[src/rtl/cmplx_mult_pkg.sv]
package cmplx_mult_pkg;

    // Default widths of the operand lanes and of the result components.
    localparam int A_LANE_W_DEF = 24;
    localparam int A_SIG_W_DEF  = 21;
    localparam int B_W_DEF      = 16;
    localparam int OUT_W_DEF    = 32;

    // Number of register stages between input acceptance and the result port.
    localparam int PIPE_STAGES  = 4;

    // Control word carried beside the data through every stage.
    typedef struct packed {
        logic valid;
        logic last;
    } beat_ctl_t;

    localparam beat_ctl_t CTL_EMPTY = '{valid: 1'b0, last: 1'b0};

endpackage

[src/rtl/cmplx_mult_unpack.sv]
module cmplx_mult_unpack
    import cmplx_mult_pkg::*;
#(
    parameter int A_LANE_W = A_LANE_W_DEF,
    parameter int A_SIG_W  = A_SIG_W_DEF,
    parameter int B_W      = B_W_DEF
) (
    input  logic                        clk,
    input  logic                        rst,
    input  logic                        en,
    input  logic [2*A_LANE_W-1:0]       a_word,
    input  logic [2*B_W-1:0]            b_word,
    input  beat_ctl_t                   ctl_in,
    output logic signed [A_SIG_W-1:0]   a_re,
    output logic signed [A_SIG_W-1:0]   a_im,
    output logic signed [B_W-1:0]       b_re,
    output logic signed [B_W-1:0]       b_im,
    output beat_ctl_t                   ctl_out
);

    localparam int PAD_W = A_LANE_W - A_SIG_W;

    // Lane fields: real in the low lane, imaginary in the high lane.
    logic [A_LANE_W-1:0] lane_re;
    logic [A_LANE_W-1:0] lane_im;

    assign lane_re = a_word[A_LANE_W-1:0];
    assign lane_im = a_word[2*A_LANE_W-1:A_LANE_W];

    // Pad bits above the significant field carry no information.
    generate
        if (PAD_W > 0) begin : g_pad
            logic pad_unused;
            assign pad_unused = ^{lane_re[A_LANE_W-1:A_SIG_W],
                                  lane_im[A_LANE_W-1:A_SIG_W]};
        end
    endgenerate

    always_ff @(posedge clk) begin
        if (rst) begin
            ctl_out <= CTL_EMPTY;
        end else if (en) begin
            ctl_out <= ctl_in;
        end
    end

    always_ff @(posedge clk) begin
        if (en) begin
            a_re <= lane_re[A_SIG_W-1:0];
            a_im <= lane_im[A_SIG_W-1:0];
            b_re <= b_word[B_W-1:0];
            b_im <= b_word[2*B_W-1:B_W];
        end
    end

endmodule

[src/rtl/cmplx_mult_products.sv]
module cmplx_mult_products
    import cmplx_mult_pkg::*;
#(
    parameter int A_SIG_W = A_SIG_W_DEF,
    parameter int B_W     = B_W_DEF,
    localparam int PROD_W = A_SIG_W + B_W
) (
    input  logic                       clk,
    input  logic                       rst,
    input  logic                       en,
    input  logic signed [A_SIG_W-1:0]  a_re,
    input  logic signed [A_SIG_W-1:0]  a_im,
    input  logic signed [B_W-1:0]      b_re,
    input  logic signed [B_W-1:0]      b_im,
    input  beat_ctl_t                  ctl_in,
    output logic signed [PROD_W-1:0]   p_rr,
    output logic signed [PROD_W-1:0]   p_ii,
    output logic signed [PROD_W-1:0]   p_ri,
    output logic signed [PROD_W-1:0]   p_ir,
    output beat_ctl_t                  ctl_out
);

    localparam int N_PROD = 4;

    // Product k: 0 = re*re, 1 = im*im, 2 = re*im, 3 = im*re (A first).
    logic signed [A_SIG_W-1:0] a_pick [N_PROD];
    logic signed [B_W-1:0]     b_pick [N_PROD];
    logic signed [PROD_W-1:0]  prod_q [N_PROD];

    generate
        for (genvar k = 0; k < N_PROD; k++) begin : g_mul
            if (k == 0 || k == 2) begin : g_a_re
                assign a_pick[k] = a_re;
            end else begin : g_a_im
                assign a_pick[k] = a_im;
            end

            if (k == 0 || k == 3) begin : g_b_re
                assign b_pick[k] = b_re;
            end else begin : g_b_im
                assign b_pick[k] = b_im;
            end

            always_ff @(posedge clk) begin
                if (en) begin
                    prod_q[k] <= PROD_W'(a_pick[k]) * PROD_W'(b_pick[k]);
                end
            end
        end
    endgenerate

    always_ff @(posedge clk) begin
        if (rst) begin
            ctl_out <= CTL_EMPTY;
        end else if (en) begin
            ctl_out <= ctl_in;
        end
    end

    assign p_rr = prod_q[0];
    assign p_ii = prod_q[1];
    assign p_ri = prod_q[2];
    assign p_ir = prod_q[3];

endmodule

[src/rtl/cmplx_mult_combine.sv]
module cmplx_mult_combine
    import cmplx_mult_pkg::*;
#(
    parameter int PROD_W  = A_SIG_W_DEF + B_W_DEF,
    localparam int FULL_W = PROD_W + 1
) (
    input  logic                       clk,
    input  logic                       rst,
    input  logic                       en,
    input  logic signed [PROD_W-1:0]   p_rr,
    input  logic signed [PROD_W-1:0]   p_ii,
    input  logic signed [PROD_W-1:0]   p_ri,
    input  logic signed [PROD_W-1:0]   p_ir,
    input  beat_ctl_t                  ctl_in,
    output logic signed [FULL_W-1:0]   sum_re,
    output logic signed [FULL_W-1:0]   sum_im,
    output beat_ctl_t                  ctl_out
);

    // One growth bit keeps both sums exact.
    always_ff @(posedge clk) begin
        if (en) begin
            sum_re <= FULL_W'(p_rr) - FULL_W'(p_ii);
            sum_im <= FULL_W'(p_ri) + FULL_W'(p_ir);
        end
    end

    always_ff @(posedge clk) begin
        if (rst) begin
            ctl_out <= CTL_EMPTY;
        end else if (en) begin
            ctl_out <= ctl_in;
        end
    end

endmodule

[src/rtl/cmplx_mult_trim.sv]
module cmplx_mult_trim
    import cmplx_mult_pkg::*;
#(
    parameter int FULL_W = A_SIG_W_DEF + B_W_DEF + 1,
    parameter int OUT_W  = OUT_W_DEF,
    localparam int DROP_W = FULL_W - OUT_W
) (
    input  logic                       clk,
    input  logic                       rst,
    input  logic                       en,
    input  logic signed [FULL_W-1:0]   sum_re,
    input  logic signed [FULL_W-1:0]   sum_im,
    input  beat_ctl_t                  ctl_in,
    output logic [2*OUT_W-1:0]         word_out,
    output beat_ctl_t                  ctl_out
);

    // Low bits are discarded without rounding.
    logic drop_unused;
    assign drop_unused = ^{sum_re[DROP_W-1:0], sum_im[DROP_W-1:0]};

    always_ff @(posedge clk) begin
        if (en) begin
            word_out <= {sum_im[FULL_W-1 -: OUT_W], sum_re[FULL_W-1 -: OUT_W]};
        end
    end

    always_ff @(posedge clk) begin
        if (rst) begin
            ctl_out <= CTL_EMPTY;
        end else if (en) begin
            ctl_out <= ctl_in;
        end
    end

endmodule

[src/rtl/cmplx_stream_mult.sv]
module cmplx_stream_mult
    import cmplx_mult_pkg::*;
#(
    parameter int A_LANE_W = A_LANE_W_DEF,
    parameter int A_SIG_W  = A_SIG_W_DEF,
    parameter int B_W      = B_W_DEF,
    parameter int OUT_W    = OUT_W_DEF
) (
    input  logic                    clk,
    input  logic                    rst,
    input  logic [2*A_LANE_W-1:0]   a_tdata,
    input  logic                    a_tvalid,
    input  logic                    a_tlast,
    output logic                    a_tready,
    input  logic [2*B_W-1:0]        b_tdata,
    input  logic                    b_tvalid,
    input  logic                    b_tlast,
    output logic                    b_tready,
    output logic [2*OUT_W-1:0]      y_tdata,
    output logic                    y_tvalid,
    output logic                    y_tlast,
    input  logic                    y_tready
);

    localparam int PROD_W = A_SIG_W + B_W;
    localparam int FULL_W = PROD_W + 1;

    // Single stall enable: every stage moves only when the result side moves.
    logic      adv;
    beat_ctl_t ctl_in;
    beat_ctl_t ctl_s1;
    beat_ctl_t ctl_s2;
    beat_ctl_t ctl_s3;
    beat_ctl_t ctl_s4;

    assign adv      = y_tready;
    assign a_tready = adv;
    assign b_tready = adv;

    // A pair enters only when both sides offer a beat.
    assign ctl_in.valid = a_tvalid & b_tvalid;
    assign ctl_in.last  = a_tlast | b_tlast;

    logic signed [A_SIG_W-1:0] s1_a_re;
    logic signed [A_SIG_W-1:0] s1_a_im;
    logic signed [B_W-1:0]     s1_b_re;
    logic signed [B_W-1:0]     s1_b_im;

    cmplx_mult_unpack #(
        .A_LANE_W (A_LANE_W),
        .A_SIG_W  (A_SIG_W),
        .B_W      (B_W)
    ) u_unpack (
        .clk     (clk),
        .rst     (rst),
        .en      (adv),
        .a_word  (a_tdata),
        .b_word  (b_tdata),
        .ctl_in  (ctl_in),
        .a_re    (s1_a_re),
        .a_im    (s1_a_im),
        .b_re    (s1_b_re),
        .b_im    (s1_b_im),
        .ctl_out (ctl_s1)
    );

    logic signed [PROD_W-1:0] s2_rr;
    logic signed [PROD_W-1:0] s2_ii;
    logic signed [PROD_W-1:0] s2_ri;
    logic signed [PROD_W-1:0] s2_ir;

    cmplx_mult_products #(
        .A_SIG_W (A_SIG_W),
        .B_W     (B_W)
    ) u_products (
        .clk     (clk),
        .rst     (rst),
        .en      (adv),
        .a_re    (s1_a_re),
        .a_im    (s1_a_im),
        .b_re    (s1_b_re),
        .b_im    (s1_b_im),
        .ctl_in  (ctl_s1),
        .p_rr    (s2_rr),
        .p_ii    (s2_ii),
        .p_ri    (s2_ri),
        .p_ir    (s2_ir),
        .ctl_out (ctl_s2)
    );

    logic signed [FULL_W-1:0] s3_re;
    logic signed [FULL_W-1:0] s3_im;

    cmplx_mult_combine #(
        .PROD_W (PROD_W)
    ) u_combine (
        .clk     (clk),
        .rst     (rst),
        .en      (adv),
        .p_rr    (s2_rr),
        .p_ii    (s2_ii),
        .p_ri    (s2_ri),
        .p_ir    (s2_ir),
        .ctl_in  (ctl_s2),
        .sum_re  (s3_re),
        .sum_im  (s3_im),
        .ctl_out (ctl_s3)
    );

    cmplx_mult_trim #(
        .FULL_W (FULL_W),
        .OUT_W  (OUT_W)
    ) u_trim (
        .clk      (clk),
        .rst      (rst),
        .en       (adv),
        .sum_re   (s3_re),
        .sum_im   (s3_im),
        .ctl_in   (ctl_s3),
        .word_out (y_tdata),
        .ctl_out  (ctl_s4)
    );

    assign y_tvalid = ctl_s4.valid;
    assign y_tlast  = ctl_s4.last;

endmodule

[config.mk]
export PLATFORM = sky130hd
export DESIGN_NAME = cmplx_stream_mult
export DESIGN_NICKNAME = d
export VERILOG_FILES = /design/src/rtl/cmplx_mult_pkg.sv /design/src/rtl/cmplx_mult_unpack.sv /design/src/rtl/cmplx_mult_products.sv /design/src/rtl/cmplx_mult_combine.sv /design/src/rtl/cmplx_mult_trim.sv /design/src/rtl/cmplx_stream_mult.sv
export SDC_FILE = /design/constraint.sdc
export NUM_CORES = 2
export LEC_CHECK = 0
export ABC_AREA = 1
export BUFFER_PORTS_ARGS = -buffer_cell sky130_fd_sc_hd__buf_2
export CAP_MARGIN = 20
export CORE_ASPECT_RATIO = 0.75
export CORE_UTILIZATION = 40
export CTS_BUF_LIST = sky130_fd_sc_hd__clkbuf_8
export DETAILED_ROUTE_END_ITERATION = 7
export SYNTH_ARGS = -nofsm -noshare
export SYNTH_HDL_FRONTEND = slang
export SYNTH_SLANG_ARGS = --single-unit
[constraint.sdc]
create_clock -name clk -period 9.55 [get_ports clk]
set_clock_uncertainty 0.2 [all_clocks]
set_input_delay 1.4325 -clock clk [delete_from_list [all_inputs] [get_ports clk]]
set_output_delay 1.4325 -clock clk [all_outputs]
set_load 0.01 [all_outputs]
-- After elaboration in Yosys (flattened, before gate mapping)
Memories as Yosys holds them, arrays and structs flattened.
Cells that the tools add are included.
- register bits: 222
- memory bits (writable): 148
- output and inout bits: 68
- word-level logic and storage cells: 26
- memories: 1
- memory list (memory ; depth ; bits a word ; read ports ; clocked after Yosys merged registers in ; write ports ; RTL line ; source):
    u_products.prod_q ; 4 ; 37 ; 4 ; 0 ; 4 ; cmplx_mult_products.sv:28 ; logic signed [PROD_W-1:0] prod_q [N_PROD];
- $add $sub $neg: 2
- multiply operators: 4
- mux-type cells: 2
- bitwise logic cells: 2
- operator list (operator ; count):
    $mul A21 B16 Y37 ; 4
    $add A37 B37 Y38 ; 1
    $sub A37 B37 Y38 ; 1
    $mux W1 ; 2
    $and A1 B1 Y1 ; 1
    $or A1 B1 Y1 ; 1

-- Logic depth before layout (Yosys ltp)
- depth after elaboration: 2
- gate-level depth with buffers: 29
- gate-level depth less buffers: 27

-- Hierarchy
A second synthesis with hierarchy kept.
- cell total of the unflattened synthesis: 8636
- area total of the unflattened synthesis: 69730.6 µm²
- modules (own cells, without submodules) (module ; instances ; cells an instance ; area each (µm²) ; seq. area each (µm²)):
    cmplx_mult_products ; 1 ; 7243 ; 57432.6 ; 4484.3
    cmplx_mult_combine ; 1 ; 1222 ; 7957.6 ; 2322.2
    cmplx_mult_unpack ; 1 ; 87 ; 2303.5 ; 2262.2
    cmplx_mult_trim ; 1 ; 77 ; 2003.2 ; 1961.9
    cmplx_stream_mult ; 1 ; 7 ; 33.8 ; 0.0

-- Worst setup path before layout
No wires, ideal clock.
- path kind: register to register
- start: register u_unpack.b_re[4]
- end: memory u_products.prod_q[0][35] (netlist bit), data pin
- data arrival time: 5.414 ns
- required time: 9.098 ns
- path slack: 3.683 ns
- cell stages (with the launch flop): 19
- clock period less this slack: 5.867 ns
- path through: edfxtp_1 -> clkbuf_1 -> clkbuf_1 -> nand2_1 -> fa_1 -> inv_1 -> fa_1 -> fa_1 -> inv_1 -> fa_1 -> inv_1 -> fa_1 -> fa_1 -> ha_1 -> inv_1 -> nor4_1 -> a21oi_1 -> nand3_1 -> nand2_1
- RTL lines (what ; RTL line ; source):
    from (decl) ; cmplx_mult_unpack.sv:16 ; output logic signed [B_W-1:0] b_re,
    from (signal assigned) ; cmplx_mult_unpack.sv:51 ; b_re <= b_word[B_W-1:0];
    to (decl) ; cmplx_mult_products.sv:28 ;

==> impl_metrics.yaml <==
status:
  status: "completed"
logic_synthesis:
  synthMuxAreaShare: 0
  synth_top_family_by_area: "adder cells"
  synthAdderAreaFrac: 0.465
  synth_cell_types: 44
  synth_edf_count: 350
  ys_seq_area_frac: 0.155
  synth_compound_area_frac: 0.0352
  synth_flop_cell: "edfxtp_1"
  netlist_instances: 8529
  yosysWarnings: 0
  synth-seq-cells: 358
  netlist_area_mm2: 0.0690
  synth_async_sr_flop_share: 0
  avgSynthCellArea_um2: 8.09
  synth_xor_area_frac: 0.0171
  synth-simple-area-share: 0.177
  syn_nets: 10400
drt:
  post-route-drc-count: 0
  viasPerCell: 4.87
  drt_iter0_drc: 4533
  firstDrtPassIters: 6
  totalWireLength_um: 187000
  wl_per_cell_um: 17.2
  via_count: 52900
  ant_nets: 0
flow_run:
  drv_cap: 0
global_routing:
  grt_max_degree: 89
  first_global_vias: 53900
  grt_pass1_wl_um: 301000
  grtUsageTotal: 0.222
  antenna_found_initial: 14
  grt-ovfl-total: 0
floorplan:
  num_rows: 131
  design.die.area_mm2: 0.174
  start_util: 0.404
  core_mm2: 0.171
  fp.dieW_um: 482
  io_pins: 155
  chipHeight_um: 362
finish:
  n_fill_cell: 17200
  fin_area_mm2: 0.0735
  final_nets: 10400
  area_growth_pct: 6.53
  layout_commonest_cell: "inv_1"
  drive_above_1_share: 0.0503
  finish.utilization: 0.431
  layout_common_cells: "inv_1 (2496), nand2_1 (2291), fa_1 (1328)"
  regArea_mm2: 0.0107
  multi_input_area_mm2: 0.0479
timing:
  max-slew-margin-rel: 0.248
  tns_ns: 0
  min_period_over_period: 0.764
  fin_crit_ns: 7.30
  finalSetupViolCount: 0
  rsz0062_at_grt: "false"
  tightestPinTransition_ns: 1.13
  finalMaxSlewViolations: 0
  max_freq_mhz: 137
  hold_viol_final: 0
  holdWs_ns: 0.212
clock_tree:
  clk_latency_ns: 0.81
  cts_max_path_buffers: 3
  clk_pin_slew_ns: 0.07
  htreeDepth: 3
  cts_resized: 0
  ctsHoldBuffers: 0
  cts_root_buffer: "clkbuf_8"
  numCtsBuffers: 66
  clock-sinks: 358
  cts_setup_buffers: 0
  cts_tree: "yes"
setup_path:
  crit_start: "u_unpack.b_im[15]$_DFFE_PP_"
  worstPathRequired_ns: 9.83
  worstSetupPathType: "flop to flop"
  critPathCaptureType: "flop"
  cp_data_arrival_time_ns: 7.57
  start_kind: "flop"
  crit_fanout: 18
  timing.rr.start: "u_unpack.b_im[15]$_DFFE_PP_"
hold_path:
  hold_start: "u_combine.sum_im[35]$_DFFE_PP_"
  hold_path_class: "flop to flop"
placed_design:
  place_area_mm2: 0.0722
  gp_congestion: 0.947
  io_buffers: 148
  dp_hpwl_um: 153000
-- worst max-delay path: stages (launching register included) --
cell and delay [ns]:
edfxtp_1 0.81, inv_1 0.64, nor2_1 0.28, fa_1 0.46
fa_1 0.46, fa_1 0.53, fa_1 0.44, fa_1 0.49
inv_1 0.05, fa_1 0.48, inv_1 0.05, ha_1 0.48
nand2_1 0.18, nor2_1 0.21, inv_1 0.08, nor2_1 0.24
nand3_1 0.13, nand3b_1 0.17, xor2_1 0.56
-- cells in the mapped netlist, types with 29 or more instances --
library cell  number  area (µm²)
nand2_2           29         181
xnor2_1           29         254
nand2_1         2291        8600
xor2_1           106         928
o21bai_1          31         233
o21ai_0          144         721
clkbuf_1         269        1010
edfxtp_1         350       10500
inv_1           2479        9310
ha_1             440        5510
nand4_1           38         238
fa_1            1328       26600
a21oi_1          219        1100
nor2_1           397        1490
nand3_1          199         996
-- flip-flops by register name, summed over array words and instances (netlist names) --
register            cells
u_combine.ctl_out       2
u_unpack.b_re          16
u_combine.sum_im       32
u_trim.word_out        64
u_products.ctl_out      2
u_products.prod_q     148
u_trim.ctl_out          2
u_combine.sum_re       32
u_unpack.a_im          21
u_unpack.ctl_out        2
u_unpack.b_im          16
u_unpack.a_re          21
-- cell type report --
cell class	count	share of cell area
well taps	2261	0.0385
repair buffers	240	0.0200
diodes	5	0.000170
inverters	2493	0.127
clock buffers	67	0.0125
clock inverters	51	0.00471
flip-flops and latches	358	0.145
multi-input cells	5392	0.652
-- worst paths after layout --
path	end	slack, ns	depth (start not counted)
max	u_products.prod_q[1][26]$_DFFE_PP_	2.25	18
min	u_trim.word_out[61]$_DFFE_PP_	0.21	0
max reg2reg	u_products.prod_q[1][26]$_DFFE_PP_	2.25	18
min reg2reg	u_trim.word_out[61]$_DFFE_PP_	0.21	0
-- cells by family after synthesis --
family | Yosys count
flops | 358
buf+inv | 2779
simple gates | 3044
compound gates | 445
xor+xnor | 135
fa+ha+maj | 1768
-- metrics by stage --
| stage | instances | setup slack (ns) |
|---|---|---|
| CTS | 10900 | 2.40 |
| finish | 10900 | 2.25 |
| global placement | 10700 | 2.45 |
| global route | 10900 | 2.10 |
| detailed placement | 10700 | 2.48 |
| floorplan | 8529 | 3.68 |
-- metal layers --
metal | vias to the layer above | track usage | routed length, µm
met5 | - | 0 | 22
met4 | 4 | 0.0414 | 2880
met3 | 160 | 0.0275 | 13700
met2 | 1676 | 0.328 | 79700
met1 | 26500 | 0.347 | 90800
li1 | 24600 | - | -
Power is left out: the tool's default activity adds up to more than one toggle a clock period on the data nets, which glitch-free logic cannot reach.
